==> src/rtl/halt_pkg.sv <==
package halt_pkg;

    localparam int ACK_W = 2;

    typedef enum logic [ACK_W-1:0] {
        ACK_NONE = 2'b00,
        ACK_MASK = 2'b01,
        ACK_NMI  = 2'b10
    } ack_e;

    typedef enum logic [1:0] {
        HS_RUN   = 2'd0,
        HS_HALT  = 2'd1,
        HS_LEAVE = 2'd2
    } hstate_e;

    // Non-maskable wins; maskable only when enabled.
    function automatic ack_e pick_ack(input logic nmi_req, input logic mask_ok);
        if (nmi_req)
            return ACK_NMI;
        else if (mask_ok)
            return ACK_MASK;
        else
            return ACK_NONE;
    endfunction

endpackage

==> src/rtl/nmi_latch.sv <==
module nmi_latch (
    input  logic clk,
    input  logic rst,
    input  logic nmi_n,
    input  logic clr,
    output logic nmi_req
);
    logic nmi_q;
    logic pend;
    logic fall;

    assign fall    = nmi_q & ~nmi_n;
    assign nmi_req = pend | fall;

    always_ff @(posedge clk) begin
        if (rst) begin
            nmi_q <= 1'b1;
            pend  <= 1'b0;
        end else begin
            nmi_q <= nmi_n;
            if (clr)
                pend <= 1'b0;
            else if (fall)
                pend <= 1'b1;
        end
    end

    // a pending bit only appears after a high-to-low step on the pin
    p_pend_from_fall_r5: assert property (@(posedge clk) disable iff (rst)
        $rose(pend) |-> ($past(nmi_q) && !$past(nmi_n)));

    // acceptance removes the request
    p_pend_cleared_r5: assert property (@(posedge clk) disable iff (rst)
        clr |=> !pend);

endmodule

==> src/rtl/wake_arbiter.sv <==
module wake_arbiter
    import halt_pkg::*;
(
    input  logic sample_en,
    input  logic nmi_req,
    input  logic int_n,
    input  logic ie,
    output logic accept,
    output ack_e kind
);
    logic mask_ok;

    assign mask_ok = ~int_n & ie;
    assign kind    = sample_en ? pick_ack(nmi_req, mask_ok) : ACK_NONE;
    assign accept  = (kind != ACK_NONE);

    // non-maskable always chosen when present at a sample
    always_comb begin
        if (sample_en && nmi_req)
            p_nmi_priority_r6: assert (kind == ACK_NMI);
    end

endmodule

==> src/rtl/halt_fsm.sv <==
module halt_fsm
    import halt_pkg::*;
(
    input  logic clk,
    input  logic rst,
    input  logic halt_req,
    input  logic t4,
    input  logic accept,
    input  ack_e kind,
    output logic sample_en,
    output logic halt_n,
    output logic force_nop,
    output logic wake,
    output ack_e ack_kind
);
    hstate_e st;
    ack_e    sel_q;
    logic    wake_q;
    ack_e    ack_q;

    assign sample_en = (st == HS_HALT) && t4;
    assign halt_n    = (st == HS_RUN);
    assign force_nop = (st != HS_RUN);
    assign wake      = wake_q;
    assign ack_kind  = ack_q;

    always_ff @(posedge clk) begin
        if (rst) begin
            st     <= HS_RUN;
            sel_q  <= ACK_NONE;
            wake_q <= 1'b0;
            ack_q  <= ACK_NONE;
        end else begin
            case (st)
                HS_RUN: begin
                    wake_q <= 1'b0;
                    ack_q  <= ACK_NONE;
                    if (halt_req)
                        st <= HS_HALT;
                end
                HS_HALT: begin
                    if (accept) begin
                        st    <= HS_LEAVE;
                        sel_q <= kind;
                    end
                end
                HS_LEAVE: begin
                    st     <= HS_RUN;
                    wake_q <= 1'b1;
                    ack_q  <= sel_q;
                end
                default: st <= HS_RUN;
            endcase
        end
    end

    // wake is a single-cycle pulse
    p_wake_single_r7: assert property (@(posedge clk) disable iff (rst)
        wake |=> !wake);

    // wake only follows a halted cycle and carries a type
    p_wake_from_halt_r7: assert property (@(posedge clk) disable iff (rst)
        $rose(wake) |-> (!$past(halt_n) && ack_kind != ACK_NONE));

    // entering halt requires the request
    p_halt_entry_r2: assert property (@(posedge clk) disable iff (rst)
        $fell(halt_n) |-> $past(halt_req));

    // leaving halt requires a T4 sample one cycle earlier
    p_sample_t4_r3: assert property (@(posedge clk) disable iff (rst)
        (st == HS_LEAVE) |-> $past(t4));

    // type output is one-hot or idle
    p_ack_onehot_r7: assert property (@(posedge clk) disable iff (rst)
        $onehot0(ack_kind));

endmodule

==> src/rtl/halt_ctrl.sv <==
module halt_ctrl
    import halt_pkg::*;
(
    input  logic             clk,
    input  logic             rst,
    input  logic             halt_req,
    input  logic             int_n,
    input  logic             nmi_n,
    input  logic             ie,
    input  logic             t4,
    output logic             halt_n,
    output logic             force_nop,
    output logic             wake,
    output logic [ACK_W-1:0] ack_kind
);
    logic sample_en;
    logic nmi_req;
    logic accept;
    logic clr_nmi;
    ack_e kind;
    ack_e ack_e_out;

    assign clr_nmi  = accept && (kind == ACK_NMI);
    assign ack_kind = ack_e_out;

    nmi_latch u_nmi (
        .clk     (clk),
        .rst     (rst),
        .nmi_n   (nmi_n),
        .clr     (clr_nmi),
        .nmi_req (nmi_req)
    );

    wake_arbiter u_arb (
        .sample_en (sample_en),
        .nmi_req   (nmi_req),
        .int_n     (int_n),
        .ie        (ie),
        .accept    (accept),
        .kind      (kind)
    );

    halt_fsm u_fsm (
        .clk       (clk),
        .rst       (rst),
        .halt_req  (halt_req),
        .t4        (t4),
        .accept    (accept),
        .kind      (kind),
        .sample_en (sample_en),
        .halt_n    (halt_n),
        .force_nop (force_nop),
        .wake      (wake),
        .ack_kind  (ack_e_out)
    );

endmodule

==> config.mk <==
export PLATFORM = sky130hd
export DESIGN_NAME = halt_ctrl
export DESIGN_NICKNAME = d
export VERILOG_FILES = /design/src/rtl/halt_pkg.sv /design/src/rtl/nmi_latch.sv /design/src/rtl/wake_arbiter.sv /design/src/rtl/halt_fsm.sv /design/src/rtl/halt_ctrl.sv
export SDC_FILE = /design/constraint.sdc
export NUM_CORES = 1
export LEC_CHECK = 0
export BUFFER_PORTS_ARGS = -buffer_cell sky130_fd_sc_hd__clkbuf_2
export CELL_PAD_IN_SITES_DETAIL_PLACEMENT = 0
export CELL_PAD_IN_SITES_GLOBAL_PLACEMENT = 2
export CORE_MARGIN = 2
export CORE_UTILIZATION = 27
export CTS_CLUSTER_DIAMETER = 200
export CTS_CLUSTER_SIZE = 16
export DETAILED_ROUTE_END_ITERATION = 6
export PLACE_DENSITY = 0.74
export SYNTH_ARGS = -nofsm -noshare
export SYNTH_HDL_FRONTEND = slang
export SYNTH_SLANG_ARGS = --single-unit
==> constraint.sdc <==
create_clock -name clk -period 3.5 [get_ports clk]
set_clock_uncertainty 0.2 [all_clocks]
set_input_delay 0.35 -clock clk [delete_from_list [all_inputs] [get_ports clk]]
set_output_delay 0.35 -clock clk [all_outputs]
set_load 0.02 [all_outputs]
==> results of run 1 <==
[sequential cells by signal (all words and copies together), names as in the netlist]
name and count:
u_nmi.nmi_q 1, u_fsm.st 2, u_fsm.sel_q 2, u_nmi.pend 1
u_fsm.wake 1, u_fsm.ack_kind 2
[cell usage after synthesis]
master	n
dfxtp_1	9
nor2_1	5
a21oi_1	3
and3b_1	2
nand3b_1	2
nor2b_1	2
o21ai_0	2
a211oi_1	1
a21o_1	1
a22oi_1	1
buf_2	1
clkbuf_1	1
inv_1	1
nand2_1	1
nand2b_1	1
nor2b_4	1
nor3_1	1
nor4_2	1
o311a_1	1
or2_2	1
[layer usage]
metal,track usage,wire length [µm]
met5,0,0
met4,0.05000,0
met3,0.03333,42
met2,0.1667,323
met1,0.1538,352
[placed cells by master (no fill, tap or decap), drive strengths merged, types with 2 or more instances in the layout]
cell type / synthesis / final
nor2: 5 / 5
o21ai: 2 / 2
nor2b: 3 / 3
and3b: 2 / 2
a21oi: 3 / 3
dfxtp: 9 / 9
clkbuf: 1 / 15
nand3b: 2 / 2
[area by class of cell]
cell class	count	area, µm²
clock buffer	4	26.28
fill	145	815.8
inverter	1	3.754
multi-input combinational	26	168.9
sequential	9	180.2
tap	15	18.77
timing repair buffer	11	55.05
[worst reg2reg max path, delay by kind of cell, from the launching register on]
kind / cells / cell delay [ns]
flip-flops: 1 / 0.49
AND/OR/NAND/NOR: 2 / 0.44
AO/OA/AOI/OAI: 1 / 0.14
[worst paths after layout]
path,startpoint,end,slack (ns),depth (start not counted)
setup / recovery,u_fsm.st[0]$_SDFFE_PP0P_,force_nop,1.89,3
hold / removal,nmi_n,u_nmi.nmi_q$_SDFF_PP1_,0.14,2
setup reg to reg,u_fsm.st[0]$_SDFFE_PP0P_,u_fsm.sel_q[0]$_SDFFE_PP0P_,2.13,3
hold reg to reg,u_fsm.ack_kind[0]$_SDFFE_PP0P_,u_fsm.ack_kind[0]$_SDFFE_PP0P_,0.27,2
[through the flow]
step / total power, mW / cell area (µm²) / utilization
final: 0.2139 / 452.9 / 0.3570
after global routing: 0.2266 / 452.9 / 0.3570
after CTS: 0.2166 / 452.9 / 0.3570
after detailed placement: 0.1379 / 426.7 / 0.3363
after global placement: 0.1369 / 426.7 / 0.3363
after floorplan: 0.1290 / 361.6 / -
[cells by family after synthesis]
logic type,count (synthesis),share of synthesized area
and+or+nand+nor,17,0.3079
DFF,9,0.4983
AOI/OAI and AO/OA,9,0.1592
buffers and inverters,3,0.03457
[power breakdown]
group | internal, mW | total (mW) | switching, mW
sequential | 0.107 | 0.111 | 0.00448
combinational | 0.0110 | 0.0242 | 0.0132
clock | 0.0438 | 0.0786 | 0.0347
==> results by group, run 1 <==
Final layout
  – Area grow syn2layout: 25.26%
  – N_diodes: 0
  – Final Net Count: approximately 60
  – Layout cells sized above 1: 0.3333
  – Post-Layout Cell Count: between 60 and 70

CTS
  – Hold Buf Count CTS: 0
  – CTS Buf Count: 3
  – Num Clock Sinks: 9
  – CTS clk-pin slew, worst paths: approximately 0.06 ns
  – TritonCTS clock tree: yes
  – CTS resizes: 0
  – H-tree Lvls: 1
  – CTS root buf: clkbuf_4
  – Clock tree buffer depth: 2
  – Post-CTS setup buffers: 0
  – Clk Latency, worst-skew pair: 0.25 ns

Synthesis
  – Mean Syn Cell Area: 9.516 µm²
  – Synthesized area: ~360 µm²
  – Yosys reg bits: 9
  – Yosys cell types: 20
  – Cell count after synthesis: 38
  – Yosys warns: 0
  – Share of Yosys cell area claimed by the top area cell type: 0.4983
  – Sequential fraction of the synthesis area: 0.4983
  – Ranking of synthesized cells by area: dfxtp_1, nor2_1, and3b_1
  – Yosys top cell by area: dfxtp_1
  – Syn_nets: 45

Critical path
  – Max incr delay on CP: roughly 0.5 ns
  – Req. time, crit path: slightly below 3 ns
  – Startpoint types: register
  – CP Buf/Inv Count: 2
  – CP max FO: 10
  – Worst path slowest cell: dfxtp_1
  – Setup CP Type: register to primary output
  – Cell family with most CP delay: flip-flops
  – CP Cell Sequence: nor2_1 > inv_1 > clkbuf_2
  – CP endpoint kind: primary output
  – CP arrival: around 1.1 ns

GRT
  – Initial antenna violation count: 0
  – Pin count of the biggest net entering global routing: 11
  – Via count of the first global-routing pass: around 290
  – Total GRT Usage: 0.1143
  – Grt ovf: 0
  – First-pass GRT wire length: 1.221 mm

Power
  – P per Cell Area: 472.2 nW/µm²
  – Leak: around 0.21 nW
  – Worst VDD drop: 0.2230 mV

Timing
  – Maximum operating frequency: between 0.6 and 0.7 GHz
  – RSZ-0062 raised after global routing: no
  – TNS Setup: 0 ns
  – Worst Max-Slew Pin Slew: between 0.2 and 0.3 ns
  – Rel. slew slack: 0.8037
  – Fin. max-slew vios: 0
  – Fin crit share: 0.4610
  – Setup Viol. Count Final: 0
  – Final Hold Viols: 0
  – Crit path time final: between 1.5 and 2 ns
  – Setup WS post-layout: roughly 1.9 ns
  – WHS: approximately 0.14 ns

Floorplanning
  – Core Footprint: 1269 µm²
  – Die ar.: roughly 1600 µm²
  – Initial Utilization: 0.2850
  – Top Ports: 12
  – Die width: just over 40 µm
  – Chip Height: roughly 40 µm
  – Site Rows: 13

Placement
  – Setup WS pre-CTS: 2.136 ns
  – Number of port buffers: 11
  – Final weighted congestion in routability-driven placement: about 0.73
  – Placed cells: between 60 and 70

Routing
  – Via count: approximately 310
  – Drt wl/cell: 10.88 µm
  – Routed vias/inst: around 4.7
  – DR iter-0 viols: 4
  – ANT nets after route: 0
  – Routed wire length: approximately 700 µm
  – Pre-antenna DRT Iters: 4
  – DRC: 0

Run
  – Max-cap violation count: 0

Hold path
  – HP Class: input port to register

Run status
  – Status: completed
Note: power is estimated with default switching activity, not from simulation.
==> run 2: changes to the inputs <==
CORE_UTILIZATION = 23   (was 27)
PLACE_DENSITY = 0.68   (was 0.74)
clock period = 1.3 ns   (was 3.5 ns; I/O delays follow)
==> run 2 against run 1 <==
Final cell count rose by 18%. Worst hold slack got worse by 0.11 ns. Combinational power rose to 4.8 times the previous value. Register-to-register slack got worse by 2.1 ns. Via count rose by 15%. Total power rose to 2.9 times the previous value. Count of clock-buffer cells in the layout did not move. Non-clock buffer count rose by 11. Sequential power rose to 2.7 times the previous value. Global-route usage fell by 1.1 points. Critical path type unchanged. Highest routed layer is now met4.
==> results by group, run 2 (synthesis results as in run 1) <==
Timing
  – Setup WS post-layout: 0.000007550 ns (was 1.886 ns)
  – Setup Viol. Count Final: 0 (unchanged)
  – Fin. max-slew vios: 0 (unchanged)
  – Maximum operating frequency: 0.7692 GHz
  – Crit path time final: 1.300 ns
  – Rel. slew slack: 0.8726 (was 0.8037)
  – Fin crit share: 1.000
  – RSZ-0062 raised after global routing: yes (was no)
  – Worst Max-Slew Pin Slew: 0.1891 ns (was 0.2941 ns)
  – WHS: 0.03189 ns (was 0.1417 ns)
  – Final Hold Viols: 0 (unchanged)

GRT
  – Global routing usage on met2: 0.1471 (was 0.1667)
  – Grt peak-use layer: met2 (unchanged)
  – Met1 GRT Util: 0.1205 (was 0.1538)
  – Grt ovf: 0 (unchanged)
  – First-pass GRT wire length: 1.386 mm (was 1.221 mm)
  – Via count of the first global-routing pass: 357 (was 289)
  – Met3 Use GR: 0.05000 (was 0.03333)
  – Total GRT Usage: 0.1034 (was 0.1143)
  – Pin count of the biggest net entering global routing: 10 (was 11)
  – Initial antenna violation count: 0 (unchanged)

Critical path
  – Req. time, crit path: 0.97 ns (was 2.95 ns)
  – Startpoint types: register (unchanged)
  – Worst path slowest cell: dfxtp_2 (was dfxtp_1)
  – Max incr delay on CP: 0.33 ns (was 0.49 ns)
  – Worst setup path start: u_fsm.st[1]$_SDFFE_PP0P_ (was u_fsm.st[0]$_SDFFE_PP0P_)
  – CP max FO: 3 (was 10)
  – Setup CP Type: register to primary output (unchanged)
  – Reg2Reg Launch Point: u_fsm.st[1]$_SDFFE_PP0P_ (was u_fsm.st[0]$_SDFFE_PP0P_)
  – CP endpoint kind: primary output (unchanged)
  – CP Cell Sequence: buf_6 > nor2_4 > inv_2 > buf_8 (was nor2_1 > inv_1 > clkbuf_2)
  – CP arrival: 0.97 ns (was 1.06 ns)

Floorplanning
  – Site Rows: 14 (was 13)
  – Initial Utilization: 0.2429 (was 0.2850)
  – Die ar.: 1905 µm² (was 1648 µm²)
  – Chip Height: 43.65 µm (was 40.60 µm)
  – Top Ports: 12 (unchanged)
  – Core Footprint: 1489 µm² (was 1269 µm²)
  – Die width: 43.65 µm (was 40.60 µm)

Placement
  – Detailed Place HPWL: 543.5 µm
  – Number of port buffers: 11 (unchanged)
  – Placed cells: 65 (was 62)
  – Setup WS pre-CTS: 0.06983 ns (was 2.136 ns)
  – Final weighted congestion in routability-driven placement: 0.7275 (was 0.7344)

CTS
  – TritonCTS clock tree: yes (unchanged)
  – Clk Latency, worst-skew pair: 0.26 ns (was 0.25 ns)
  – Num Clock Sinks: 9 (unchanged)
  – H-tree Lvls: 1 (unchanged)
  – CTS Buf Count: 3 (unchanged)
  – CTS root buf: clkbuf_4 (unchanged)
  – CTS clk-pin slew, worst paths: 0.06 ns (about the same)
  – Clock tree buffer depth: 2 (unchanged)

Routing
  – DRC: 0 (unchanged)
  – Pre-antenna DRT Iters: 4 (unchanged)
  – Via count: 354 (was 308)
  – DR iter-0 viols: 8 (was 4)
  – Routed wire length: 801 µm (was 718 µm)
  – Routed vias/inst: 4.538 (was 4.667)
  – ANT nets after route: 0 (unchanged)
  – Drt wl/cell: 10.27 µm (was 10.88 µm)

Hold path
  – HP Class: input port to register (unchanged)
  – Hold_sp: t4 (was nmi_n)

Power
  – P per Cell Area: 1075 nW/µm² (was 472.2 nW/µm²)
  – Leak: 0.2709 nW (was 0.2133 nW)
  – Worst VDD drop: 0.4781 mV (was 0.2230 mV)

Final layout
  – Most common cell after layout, fill and taps aside: clkbuf_2 (unchanged)
  – Area grow syn2layout: 61.25% (was 25.26%)
  – FILL cells: 145 (unchanged)
  – Final Net Count: 70 (was 59)
  – N_diodes: 0 (unchanged)
  – Layout cells sized above 1: 0.4355 (was 0.3333)
  – Post-Layout Cell Count: 78 (was 66)
  – Commonest non-fill, non-tap cells in the layout: clkbuf_2, dfxtp_1, dlygate4sd3_1 (was clkbuf_2, dfxtp_1, nor2_1)

Run
  – Max-cap violation count: 0 (unchanged)

Run status
  – Status: completed (unchanged)
## run 2: cell types whose count changed in the layout (fill, tap and decap cells not counted), moves of 2 or more
| cell | delta |
|---|---|
| dfxtp_2 | +2 |
| clkbuf_2 | -2 |
| dfxtp_1 | -2 |
| dlygate4sd3_1 | +6 |
| buf_6 | +2 |
| buf_4 | +4 |
## run 2: timing repair
| action | 4_1_cts | 5_1_grt |
|---|---|---|
| buffers inserted | 3 | 0 |
| pin swaps | 0 | 2 |
| hold buffers | 6 | 0 |
| setup endpoints to repair | 2 | 3 |
| resized for setup | 10 | 3 |
| endpoints found under the hold margin | 7 | 0 |
## run 2: power breakdown
part           internal, mW  switching [mW]
Combinational        0.0660          0.0508
Sequential            0.288         0.00680
Clock                 0.118          0.0969
Total                 0.472           0.155
## run 2: final cells by class
class	instances	area, µm²	share of cell area
clock buffer	4	26.28	0.04506
inverter	1	3.754	0.006438
multi-input combinational	26	177.7	0.3047
timing repair buffer	22	172.7	0.2961
tap	16	20.02	0.03433
sequential	9	182.7	0.3133
## run 2: worst paths after layout
| kind | endpoint | slack (ns) | depth (start not counted) |
|---|---|---|---|
| worst min-delay path | u_fsm.st[0]$_SDFFE_PP0P_ | 0.03 | 3 |
| worst max-delay path | force_nop | 0.000008 | 4 |
| worst max register to register | u_fsm.sel_q[0]$_SDFFE_PP0P_ | 0.01 | 4 |
| worst min register to register | u_fsm.ack_kind[0]$_SDFFE_PP0P_ | 0.27 | 2 |
## run 2: through the flow
step                total power, mW  setup TNS [ns]  utilization  instance area (µm²)
detailed placement           0.3760               0       0.2975                442.9
CTS                          0.6334        -0.02170       0.3899                580.6
floorplan                    0.3473               0            -                361.6
finish                       0.6266               0       0.3916                583.1
global route                 0.6564        -0.09758       0.3916                583.1
global placement             0.3781               0       0.2975                442.9
## run 2: metal layers
metal / share of wire / routed length [µm]
met2: 0.42 / 338
met4: 0.0062 / 5
met3: 0.091 / 73
met5: 0 / 0
met1: 0.48 / 384
## run 2: critical path: cells and delay by family, from the launching register on
kind | cells | cell delay, ns
simple gates | 1 | 0.10
buf+inv | 3 | 0.28
flops | 1 | 0.33
